==> src/rtl/brs_pkg.sv <==
package brs_pkg;
  typedef enum logic [3:0] {
    CMD_MEM_RD      = 4'b0110,
    CMD_MEM_RD_LINE = 4'b1110,
    CMD_MEM_RD_MULT = 4'b1100
  } brs_cmd_e;

  typedef enum logic [1:0] {
    ST_IDLE  = 2'd0,
    ST_ISSUE = 2'd1,
    ST_BURST = 2'd2
  } brs_state_e;
endpackage

==> src/rtl/brs_cmd_sel.sv <==
module brs_cmd_sel
  import brs_pkg::*;
#(
  parameter int ADDR_W = 32,
  parameter int BCNT_W = 12,
  parameter int CLS_W  = 8
) (
  input  logic [ADDR_W-1:0] addr,
  input  logic [BCNT_W-1:0] remain,
  input  logic [CLS_W-1:0]  cls,
  input  logic              dword_only,
  output brs_cmd_e          cmd
);
  localparam int DW_W = ADDR_W - 2;

  logic [ADDR_W-1:0] end_addr;
  logic [DW_W-1:0]   first_dw, end_dw, low_mask;
  logic              line_ok, one_dw, same_line;

  always_comb begin
    end_addr  = addr + {{(ADDR_W-BCNT_W){1'b0}}, remain} - {{(ADDR_W-1){1'b0}}, 1'b1};
    first_dw  = addr[ADDR_W-1:2];
    end_dw    = end_addr[ADDR_W-1:2];
    one_dw    = (first_dw == end_dw);
    line_ok   = (cls != '0) && ((cls & (cls - {{(CLS_W-1){1'b0}}, 1'b1})) == '0);
    low_mask  = {{(DW_W-CLS_W){1'b0}}, cls - {{(CLS_W-1){1'b0}}, 1'b1}};
    same_line = (((first_dw ^ end_dw) & ~low_mask) == '0);
    if (dword_only || one_dw)       cmd = CMD_MEM_RD;
    else if (line_ok && same_line)  cmd = CMD_MEM_RD_LINE;
    else                            cmd = CMD_MEM_RD_MULT;
  end
endmodule

==> src/rtl/brs_step.sv <==
module brs_step #(
  parameter int ADDR_W = 32,
  parameter int BCNT_W = 12
) (
  input  logic [ADDR_W-1:0] addr,
  input  logic [BCNT_W-1:0] remain,
  output logic [ADDR_W-1:0] next_addr,
  output logic [BCNT_W-1:0] next_remain,
  output logic              last
);
  logic [2:0]        room;
  logic [BCNT_W-1:0] room_w;

  always_comb begin
    room        = 3'd4 - {1'b0, addr[1:0]};
    room_w      = {{(BCNT_W-3){1'b0}}, room};
    last        = (remain <= room_w);
    next_addr   = {addr[ADDR_W-1:2] + {{(ADDR_W-3){1'b0}}, 1'b1}, 2'b00};
    next_remain = last ? '0 : (remain - room_w);
  end
endmodule

==> src/rtl/brs_occ.sv <==
module brs_occ #(
  parameter int CAP_DW  = 128,
  parameter int SECT_DW = 32,
  parameter int OCC_W   = $clog2(CAP_DW + 1)
) (
  input  logic             clk,
  input  logic             rst_n,
  input  logic             inc,
  input  logic             release_sect,
  output logic [OCC_W-1:0] occ,
  output logic             full,
  output logic             one_left
);
  localparam logic [OCC_W-1:0] CAP  = OCC_W'(CAP_DW);
  localparam logic [OCC_W:0]   SECT = (OCC_W+1)'(SECT_DW);

  logic [OCC_W:0] sum;
  logic [OCC_W:0] nxt;

  always_comb begin
    sum = {1'b0, occ} + {{OCC_W{1'b0}}, inc};
    if (release_sect) nxt = (sum >= SECT) ? (sum - SECT) : '0;
    else              nxt = sum;
  end

  always_ff @(posedge clk) begin
    if (!rst_n) occ <= '0;
    else        occ <= nxt[OCC_W-1:0];
  end

  assign full     = (occ == CAP);
  assign one_left = (occ == CAP - {{(OCC_W-1){1'b0}}, 1'b1});
endmodule

==> src/rtl/blkrd_issue_seq.sv <==
module blkrd_issue_seq
  import brs_pkg::*;
#(
  parameter int ADDR_W       = 32,
  parameter int BCNT_W       = 12,
  parameter int CLS_W        = 8,
  parameter int BUF_BYTES    = 512,
  parameter int SECTOR_BYTES = 128
) (
  input  logic              clk,
  input  logic              rst_n,
  input  logic              req_valid,
  output logic              req_ready,
  input  logic [ADDR_W-1:0] req_addr,
  input  logic [BCNT_W-1:0] req_bytes,
  input  logic              req_dword,
  input  logic [CLS_W-1:0]  cls,
  output logic              iss_valid,
  input  logic              iss_ready,
  output logic [3:0]        iss_cmd,
  output logic [ADDR_W-1:0] iss_addr,
  input  logic              dat_acc,
  input  logic              tgt_disc,
  input  logic              sect_free,
  output logic              done
);
  localparam int CAP_DW  = BUF_BYTES / 4;
  localparam int SECT_DW = SECTOR_BYTES / 4;
  localparam int OCC_W   = $clog2(CAP_DW + 1);

  brs_state_e        state;
  logic [ADDR_W-1:0] cur_addr, nxt_addr;
  logic [BCNT_W-1:0] remain, nxt_remain;
  logic              dword_req;
  logic              last, beat, full, one_left;
  logic [OCC_W-1:0]  occ;
  brs_cmd_e          cmd;

  brs_cmd_sel #(.ADDR_W(ADDR_W), .BCNT_W(BCNT_W), .CLS_W(CLS_W)) u_cmd (
    .addr(cur_addr), .remain(remain), .cls(cls), .dword_only(dword_req), .cmd(cmd)
  );

  brs_step #(.ADDR_W(ADDR_W), .BCNT_W(BCNT_W)) u_step (
    .addr(cur_addr), .remain(remain), .next_addr(nxt_addr),
    .next_remain(nxt_remain), .last(last)
  );

  brs_occ #(.CAP_DW(CAP_DW), .SECT_DW(SECT_DW), .OCC_W(OCC_W)) u_occ (
    .clk(clk), .rst_n(rst_n), .inc(beat), .release_sect(sect_free),
    .occ(occ), .full(full), .one_left(one_left)
  );

  assign req_ready = (state == ST_IDLE);
  assign iss_valid = (state == ST_ISSUE) && !full;
  assign iss_cmd   = cmd;
  assign iss_addr  = cur_addr;
  assign beat      = (state == ST_BURST) && dat_acc;
  assign done      = beat && last;

  always_ff @(posedge clk) begin
    if (!rst_n) begin
      state     <= ST_IDLE;
      cur_addr  <= '0;
      remain    <= '0;
      dword_req <= 1'b0;
    end else begin
      case (state)
        ST_IDLE: if (req_valid) begin
          cur_addr  <= req_addr;
          remain    <= req_bytes;
          dword_req <= req_dword;
          state     <= ST_ISSUE;
        end
        ST_ISSUE: if (iss_valid && iss_ready) state <= ST_BURST;
        ST_BURST: begin
          if (beat) begin
            cur_addr <= nxt_addr;
            remain   <= nxt_remain;
            if (last)                               state <= ST_IDLE;
            else if (tgt_disc || (one_left && !sect_free)) state <= ST_ISSUE;
          end else if (tgt_disc) begin
            state <= ST_ISSUE;
          end
        end
        default: state <= ST_IDLE;
      endcase
    end
  end
endmodule

==> config.mk <==
export PLATFORM = sky130hd
export DESIGN_NAME = blkrd_issue_seq
export DESIGN_NICKNAME = d
export VERILOG_FILES = /design/src/rtl/brs_pkg.sv /design/src/rtl/brs_cmd_sel.sv /design/src/rtl/brs_step.sv /design/src/rtl/brs_occ.sv /design/src/rtl/blkrd_issue_seq.sv
export SDC_FILE = /design/constraint.sdc
export NUM_CORES = 1
export LEC_CHECK = 0
export BUFFER_PORTS_ARGS = -buffer_cell sky130_fd_sc_hd__buf_4
export CAP_MARGIN = 5
export CORE_UTILIZATION = 45
export DETAILED_ROUTE_END_ITERATION = 12
export PLACE_DENSITY = 0.72
export SYNTH_ARGS = -nofsm -noshare
export SYNTH_HDL_FRONTEND = slang
export SYNTH_SLANG_ARGS = --single-unit
==> constraint.sdc <==
create_clock -name clk -period 10.25 [get_ports clk]
set_input_delay 1.025 -clock clk [delete_from_list [all_inputs] [get_ports clk]]
set_output_delay 1.025 -clock clk [all_outputs]
set_load 0.005 [all_outputs]
=== Word level (Yosys, flattened, before mapping) ===
Cells that the tools add are included.
W data, S select, Z words.

* $add $sub $neg: 8
* $mul: 0
* Divide/modulo/power cells: 0
* Magnitude comparators: 2
* Equal/unequal tests: 10
* Shifts and indexed selects: 0
* Mux-type cells: 18
* Bitwise operators: 4
* Reductions and logical operators: 19

{| class="wikitable"
|+ Operators by type and width
! cell !! number
|-
| $mux W32 || 2
|-
| $pmux W32 S2 || 1
|-
| $mux W12 || 3
|-
| $add A32 B12 Y32 || 1
|-
| $sub A32 B1 Y32 const B || 1
|-
| $add A30 B1 Y30 const B || 1
|-
| $and A30 B30 Y30 || 1
|-
| $eq A30 B30 Y1 || 1
|-
| $logic_not A30 Y1 || 1
|-
| $not A8 Y30 || 1
|-
| $xor A30 B30 Y30 || 1
|-
| $pmux W12 S2 || 1
|-
| $mux W8 || 2
|-
| $mux W2 || 7
|-
| $le A12 B3 Y1 || 1
|-
| $sub A12 B3 Y12 || 1
|-
| $add A8 B1 Y9 || 1
|-
| $ge A9 B6 Y1 const B || 1
|-
| $and A8 B8 Y8 || 1
|-
| $eq A8 B7 Y1 const B || 1
|-
| $eq A8 B8 Y1 const B || 1
|-
| $logic_not A8 Y1 || 1
|-
| $reduce_bool A8 Y1 || 1
|-
| $sub A8 B1 Y8 const B || 1
|-
| 18 further kinds || 27
|}

* Flip-flop bits (word level): 55
* Bits in latches: 0
* Memory bits (writable): 0
* Bits in read-only memories: 0
* Bits of input ports: 60
* Memories: 0

=== Depth between registers and ports, before layout ===
Gate-level depths: netlist of the first run.

* Depth after elaboration: 8
* Gate-level depth with buffers: 15
* Gate-level depth less buffers: 14

=== By module ===
A second synthesis of the first run with hierarchy kept.

* Cells, all modules: 830
* Area, all modules: 6,603.8 µm²

{| class="wikitable"
|+ Modules (own cells, without submodules)
! module !! times used !! cells an instance !! area an instance (µm²)
|-
| brs_cmd_sel || 1 || 437 || 2,979.1
|-
| blkrd_issue_seq || 1 || 178 || 2,054.5
|-
| brs_step || 1 || 144 || 994.7
|-
| brs_occ || 1 || 71 || 575.6
|}

=== Worst setup path before layout of the first run ===
Ideal clock, no wire load.

* Path kind: register -> output
* Start: register cur_addr[8], in the netlist iss_addr[8]
* End: output iss_cmd[1]
* Arrival time: 3.202 ns
* Data required time: 9.225 ns
* Slack: 6.023 ns
* Cell stages (with the launch flop): 16
* Path buffers: 2
* Cell sequence: dfxtp_1 > clkbuf_1 > inv_1 > ha_1 > inv_1 > ha_1 > buf_2 > nand4_2 > a211oi_2 > nor3b_1 > or4_4 > a2111oi_2 > and4_1 > o2111ai_1 > nor2_1 > a21o_1

* Word-level cells in the longest chain between the ends: 8
* Elaborated cells between the ends (all ways): 10

{| class="wikitable"
|+ Ends and longest elaborated chain
! element !! RTL line !! RTL
|-
| from (decl) || blkrd_issue_seq.sv:32 || <nowiki>logic [ADDR_W-1:0] cur_addr, nxt_addr;</nowiki>
|-
| from (signal assigned) || blkrd_issue_seq.sv:69 || <nowiki>cur_addr <= req_addr;</nowiki>
|-
| from (signal assigned) || blkrd_issue_seq.sv:77 || <nowiki>cur_addr <= nxt_addr;</nowiki>
|-
| $add A32 B12 Y32 || brs_cmd_sel.sv:21 || <nowiki>end_addr = addr + {{(ADDR_W-BCNT_W){1'b0}}, remain} - {{(ADDR_W-1){1'b0}}, 1'b1};</nowiki>
|-
| $sub A32 B1 Y32 || brs_cmd_sel.sv:21 ||
|-
| $xor A30 B30 Y30 || brs_cmd_sel.sv:27 || <nowiki>same_line = (((first_dw ^ end_dw) & ~low_mask) == '0);</nowiki>
|-
| $and A30 B30 Y30 || brs_cmd_sel.sv:27 ||
|-
| $logic_not A30 Y1 || brs_cmd_sel.sv:27 ||
|-
| $logic_and A1 B1 Y1 || brs_cmd_sel.sv:29 || <nowiki>else if (line_ok && same_line) cmd = CMD_MEM_RD_LINE;</nowiki>
|-
| $mux W2 || brs_cmd_sel.sv:29 ||
|-
| $mux W4 * || brs_cmd_sel.sv:28 || <nowiki>if (dword_only || one_dw) cmd = CMD_MEM_RD;</nowiki>
|-
| to (decl) || blkrd_issue_seq.sv:20 || <nowiki>output logic [3:0] iss_cmd,</nowiki>
|}

Every way passes the cells marked *; elsewhere a longest branch is shown, timed or not.

=== Final worst setup path of the first run ===
Same ends and word-level chain as after synthesis.

==> metrics.txt, run 1 <==
Syn Inst Count roughly 930; first-pass GRT wire length 31600 um; FF+latch count, synth 55; Comb power frac 0.777; Synth area leader dfxtp_1; Leakage between 3 and 4 nW; critical path class flop to output pin; Worst VDD drop 187 uV; DRC violations left 0; Final setup violation count 0; hold_buf cts 0; Antenna diodes 0; routed len/inst ~17 um; Placer Congestion approximately 1.0; Worst Hold Class flop to flop; io pins between 90 and 100; clock sinks 55; Max Buffers Root-to-Sink 2; cell breakdown of the critical path inv_1 > ha_1 > inv_1 > ha_1 > nand4_2 > a211oi_2 > nor2_1 > o31ai_2 > a21oi_1 > mux4_2 > or4_1 > nor2_1 > a21o_1 > buf_4; placed cell area 7340 um^2; Layout area overhead 13.5%; die footprint between 15000 and 20000 um^2; drt initial violations between 400 and 500; Post-Place Cells roughly 1200; clock skew 0.0136 ns; crit path DAT roughly 3.9 ns; Ys Warns 0; R2R Setup Slk just over 7 ns; Syn Std Cell Area between 6000 and 7000 um^2; Synth cell types 86; critical path capture point type output pin; Buffers on Ports 96; Commonest cells post-synth nand2_1, inv_1, a21oi_1, ha_1, o21ai_0; hpwl dp ~15000 um; CTS buffer count 5; Pre-Repair DR Iteration Count 6; switching fraction of total power 0.543; clk slew on worst S/H paths 0.07 ns; clock power share 0.073; pin count of the biggest net entering global routing 71; Worst path max stage delay between 0.5 and 0.6 ns; Tcrit/Tclk final 0.482; vias post-DR between 6000 and 7000; drt total wl 19400 um; Slew @ Worst Pin 1.04 ns; cell family with most CP delay simple AND/OR/NAND/NOR gates; max-cap viol count 0; top post-synthesis cells by area dfxtp_1, ha_1, a21oi_1; sequential element share of the synthesized area 0.167; most frequent cell after synthesis nand2_1; setup TNS 0 ns; Pwr Density 323 nW/um^2; Net Sw Power approximately 1.3 mW; Finished Cell Area between 7000 and 8000 um^2; syn_nets between 1000 and 1500; Die Y 123 um; Clk Latency, worst-skew pair 0.31 ns; asr flop ratio synth 0; vias per cell 5.95; RSZ-0062 raised after global routing no; fin worst setup slack about 5.3 ns; H-tree depth 2; Core ar. 14100 um^2; share of total power in sequential cells 0.151; CTS tree yes; Worst Min Path Start remain[0]$_SDFFE_PN0P_; dpl ws around 5.7 ns; worst hold stages 2; Worst path slowest cell or4_1; final hold vios 0; Post-synth EDFFs 0; WP buf/inv 3; worst hold endpoint remain[0]$_SDFFE_PN0P_; Tot Pwr ~2.4 mW; status finished clean; vias in the first global route approximately 6400; Pint roughly 1.1 mW; CP required 9.23 ns; GRT overflow 0; Worst R2R Start iss_addr[3]$_SDFFE_PN0P_; max frequency between 0.2 and 0.25 GHz; met1 GRT Util 0.370; fin. max-slew vios 0; Tot GR Track Use 0.261; setup bufs post-CTS 0; Root Buffer clkbuf_16; met2 layer usage reported by global route 0.418; crit path max fanout 9; Post-Layout Cell Count about 1200; Die Span X between 100 and 150 um; syn_area_per_cell 7.12 um^2; element type at the critical path start flop; Nets 1121; Reg2Reg Depth 9; Resized Gates After CTS 0; Worst slew margin 0.307; origin of the worst setup path iss_addr[8]$_SDFFE_PN0P_; Synth top area share 0.167; Critical R2R Capture iss_addr[28]$_SDFFE_PN0P_; layout cells sized above 1 0.133; Tmin final 4.94 ns; ANT nets after route 0; grt met3 use 0.0249; Rows 43; grt peak-use layer met2; number of antenna violations at the first check in global routing 0; ys flop type dfxtp_1; initial core utilization 0.468
how the worst max path moves through the flow:
stage,to,slack (ns),cells after the start
floorplan,iss_cmd[1],6.02,15
global placement,iss_cmd[1],5.69,14
detailed placement,iss_cmd[1],5.66,14
CTS,iss_cmd[1],5.32,14
global route,iss_cmd[1],4.99,14
finish,iss_cmd[1],5.31,14
cells in the final DEF, fill, tap and decap left out, drive strengths merged, types with 6 or more instances in the layout:
cell / count
o21ai: 83
nand3: 18
nor3b: 7
nor2: 69
nor2b: 16
ha: 75
inv: 80
nand2: 85
xnor2: 35
nand4: 21
or3: 8
and3: 14
o211a: 7
buf: 98
nand2b: 6
a22oi: 20
xor2: 15
a21oi: 80
nor3: 25
o22ai: 9
a2111oi: 7
nor4: 14
a31oi: 11
dfxtp: 55
and2: 33
state kept, by name (all words and copies together), names as in the netlist:
name and flops:
dword_req 1, iss_addr 32, remain 12, state 2, u_occ.occ 8
final cells by class:
cell class | instances | area (um^2)
Sequential cell | 55 | 1100
Tap cell | 180 | 225
Multi-Input combinational cell | 744 | 4980
Timing Repair Buffer | 98 | 736
Clock inverter | 3 | 20.0
Clock buffer | 5 | 125
Fill cell | 1457 | 6610
Inverter | 80 | 300
logic make-up (layout without fill, tap and decap cells):
family,Yosys count,count (layout),share of synthesized area
AO/OA/AOI/OAI,276,276,0.268
XOR/XNOR,50,50,0.0664
adder cells (fa/ha/maj),77,77,0.148
buffers and inverters,127,186,0.0793
flip-flops,55,55,0.167
multiplexers,5,5,0.00949
other,2,2,0.00114
AND/OR/NAND/NOR,334,334,0.260
power groups by stage:
stage               combinational [mW]  clock, mW  sequential (mW)
floorplan                         1.43          0            0.335
global placement                  1.85          0            0.365
detailed placement                1.85          0            0.368
CTS                               1.85      0.179            0.362
global route                      2.09      0.186            0.374
finish                            1.88      0.176            0.364
routing by layer:
layer  wire length, um  part of all wire
met5                 0                 0
met4               365             0.019
met3              1100             0.057
met2              8710              0.45
met1              9190              0.47
tightest hold or removal path: stages, from the launching register on:
cell and delay [ns]:
dfxtp_1 0.31, nor2_1 0.09, nor3b_1 0.05
through the flow:
step	hold WS (ns)	util
finish	0.502	0.531
global route	0.520	0.531
CTS	0.502	0.531
detailed placement	0.493	0.521
global placement	0.482	0.521
floorplan	0.476	-
(Power assumes the default switching activity.)
==> inputs of run 2 (changes only) <==
--- a/config.mk
+++ b/config.mk
@@ -9,7 +9,7 @@
 export CAP_MARGIN = 5
 export CORE_UTILIZATION = 45
 export DETAILED_ROUTE_END_ITERATION = 12
-export PLACE_DENSITY = 0.72
+export PLACE_DENSITY = 0.75
 export SYNTH_ARGS = -nofsm -noshare
 export SYNTH_HDL_FRONTEND = slang
 export SYNTH_SLANG_ARGS = --single-unit
==> constraint.sdc (replaced) <==
create_clock -name clk -period 4.3 [get_ports clk]
set_input_delay 0.43 -clock clk [delete_from_list [all_inputs] [get_ports clk]]
set_output_delay 0.43 -clock clk [all_outputs]
set_load 0.005 [all_outputs]
==> run 2 against run 1 <==
  * Count of clock-buffer cells in the layout increased by 1
  * Clock power is 130% higher
  * Non-clock buffer count up 13
  * Sequential share of layout area is 0.14 points lower
  * Design area grew 1.7%
  * Sequential power rose by 120%
  * Cell count rose by 0.94%
  * Power rose by 150%
  * Register-to-register slack lost 6.0 ns
  * First-iteration DRC count is 6.2% higher
  * Clock skew is 0.0071 ns lower
  * Hold slack worse by 0.10 ns
==> metrics.txt, run 2 (synthesis gave the netlist of run 1 again) <==
Placer Congestion 1.03 (about the same); vias per cell 5.97 (+0.29%); Leakage 3.38 nW (+1.9%); WP buf/inv 3 (unchanged); Comb power frac 0.796 (+0.019); Fill cells 1377 (-5.5%); Worst R2R Start iss_addr[3]$_SDFFE_PN0P_; cell family with most CP delay simple AND/OR/NAND/NOR gates; ANT nets after route 0 (unchanged); pin count of the biggest net entering global routing 54 (-24%); placed cell area 7430 um^2 (+1.2%); WL met3 1340 um (+22%); Worst slew margin 0.296 (-0.0101); number of antenna violations at the first check in global routing 0 (unchanged); most frequent cells in the layout buf_4, nand2_1, inv_1; Worst Hold Class primary input to flop; status finished clean; Reg2Reg Depth 9 (unchanged); element type at the critical path start flop; Root Buffer clkbuf_16; crit path max fanout 6 (-3); Met2 Wirelength 8900 um (+2.2%); Max Buffers Root-to-Sink 2 (unchanged); Clk Latency, worst-skew pair 0.30 ns (about the same); switching fraction of total power 0.542 (-0.000748); Tcrit/Tclk final 0.960; commonest non-fill, non-tap cell in the layout buf_4; setup TNS 0 ns (unchanged); clk slew on worst S/H paths 0.07 ns (about the same); vias in the first global route 6362 (+0.031%); DRC violations left 0 (unchanged); CTS buffer count 5 (unchanged); Highest Signal Layer met4; Slew @ Worst Pin 1.05 ns (+0.0151 ns); drt initial violations 497 (+6.2%); final hold vios 0 (unchanged); Worst VDD drop 384 uV (+110%); routed len/inst 17.0 um (+2.3%); Tmin final roughly 4.1 ns; clock sinks 55 (unchanged); Die Span X 123 um (unchanged); share of total power in sequential cells 0.137 (-0.014); hpwl dp 15700 um (+2.9%); Core ar. 14100 um^2 (unchanged); crit path DAT 3.70 ns (-0.21 ns); R2R Setup Slk 1.27 ns (-5.97 ns); Critical R2R Capture iss_addr[28]$_SDFFE_PN0P_; max-cap viol count 0 (unchanged); critical path capture point type output pin; initial core utilization 0.468 (unchanged); Final setup violation count 0 (unchanged); layout cells sized above 1 0.159 (+0.0256); Nets 1134 (+1.2%); clock power share 0.067 (-0.006); max FFs per register 32 (unchanged); die footprint 15100 um^2 (unchanged); Tot GR Track Use 0.261 (-0.000274); CTS tree yes; Finished Cell Area 7610 um^2 (+1.7%); Buffers on Ports 96 (unchanged); final core utilization 0.540 (+0.00879); Die Y 123 um (unchanged); fin. max-slew vios 0 (unchanged); hold_buf cts 0 (unchanged); max frequency about 0.24 GHz; Pre-Repair DR Iteration Count 5 (-1); WL met1 9330 um (+1.6%); Pwr Density 783 nW/um^2 (+140%); Pint 2.73 mW (+150%); Worst path max stage delay 0.55 ns (+0.03 ns); crit path to iss_cmd[1]; Hold Slack 0.398 ns (-0.104 ns); GRT overflow 0 (unchanged); Rows 43 (unchanged); critical path class flop to output pin; vias post-DR 7022 (+1.2%); CP required 3.87 ns (-5.36 ns); drt total wl 20000 um (+3.3%); H-tree depth 2 (unchanged); Layout area overhead 15.4%; origin of the worst setup path remain[6]$_SDFFE_PN0P_; first-pass GRT wire length 31200 um (-1.1%); io pins 99 (unchanged); Crit path depth 14 (unchanged); Antenna diodes 0 (unchanged); Net Sw Power 3.23 mW (+150%); clock skew 0.00649 ns (-0.00709 ns); cell breakdown of the critical path inv_1 > ha_1 > inv_1 > ha_1 > nand4_2 > a211oi_2 > nor3b_2 > or4_4 > a2111oi_2 > and4_1 > o2111ai_1 > nor2_1 > a21o_1 > buf_4; Worst path slowest cell or4_4
==> run 2: cell types whose count changed in the layout (fill, tap and decap cells not counted), sizes merged <==
cell	previous run	this run
buf	98	111
clkinvlp	2	0
clkinv	1	0
clkbuf	5	6
==> run 2: area by class of cell <==
| type | instances | area (um^2) | area share |
|---|---|---|---|
| multi-input cells | 744 | 5020 | 0.659 |
| flip-flops and latches | 55 | 1110 | 0.146 |
| repair buffers | 111 | 833 | 0.109 |
| inverters | 80 | 300 | 0.0394 |
| clock buffers | 6 | 129 | 0.0169 |
| well taps | 180 | 225 | 0.0296 |
==> run 2: metrics by stage <==
step                      power [mW]  instances  setup slack (ns)
after floorplan                 4.21        926             0.668
after global placement          5.40       1169             0.455
after detailed placement        5.39       1169             0.392
after CTS                       5.80       1175            0.0401
after global routing            6.44       1176           -0.0421
final                           5.96       1176             0.172
==> run 2: layer usage <==
metal | track usage | vias to the layer above
met1 | 0.365 | 3241
met3 | 0.0360 | 31
met4 | 0.0919 | 0
met2 | 0.407 | 269
met5 | 0 | -
li1 | - | 3481
==> run 2: worst min path at each step <==
| stage | startpoint | endpoint | slack [ns] | cells after the start |
|---|---|---|---|---|
| final | req_dword | dword_req$_SDFFE_PN0P_ | 0.40 | 3 |
| after global routing | req_addr[1] | iss_addr[1]$_SDFFE_PN0P_ | 0.43 | 3 |
| after CTS | req_dword | dword_req$_SDFFE_PN0P_ | 0.40 | 3 |
| after detailed placement | remain[0]$_SDFFE_PN0P_ | remain[0]$_SDFFE_PN0P_ | 0.50 | 2 |
| after global placement | remain[0]$_SDFFE_PN0P_ | remain[0]$_SDFFE_PN0P_ | 0.48 | 2 |
| after floorplan | remain[0]$_SDFFE_PN0P_ | remain[0]$_SDFFE_PN0P_ | 0.48 | 2 |
==> run 2: power by group through the flow <==
stage          registers [mW]  clock network [mW]  logic (mW)
2_1_floorplan           0.800                   0        3.42
3_3_place_gp            0.815                   0        4.59
3_5_place_dp            0.822                   0        4.56
4_1_cts                 0.810               0.401        4.59
5_1_grt                 0.839               0.420        5.18
6_report                0.818               0.397        4.74
==> run 2: timing repair <==
item / in CTS / in global routing
setup buffers: 0 / 1
resized for setup: 0 / 17
endpoints found under the setup margin: 0 / 2
==> run 2: worst min-delay path: cells and delay by family <==
family | cells | cell delay, ns
buf+inv | 1 | 0.07
mux | 1 | 0.05
simple gates | 1 | 0.10
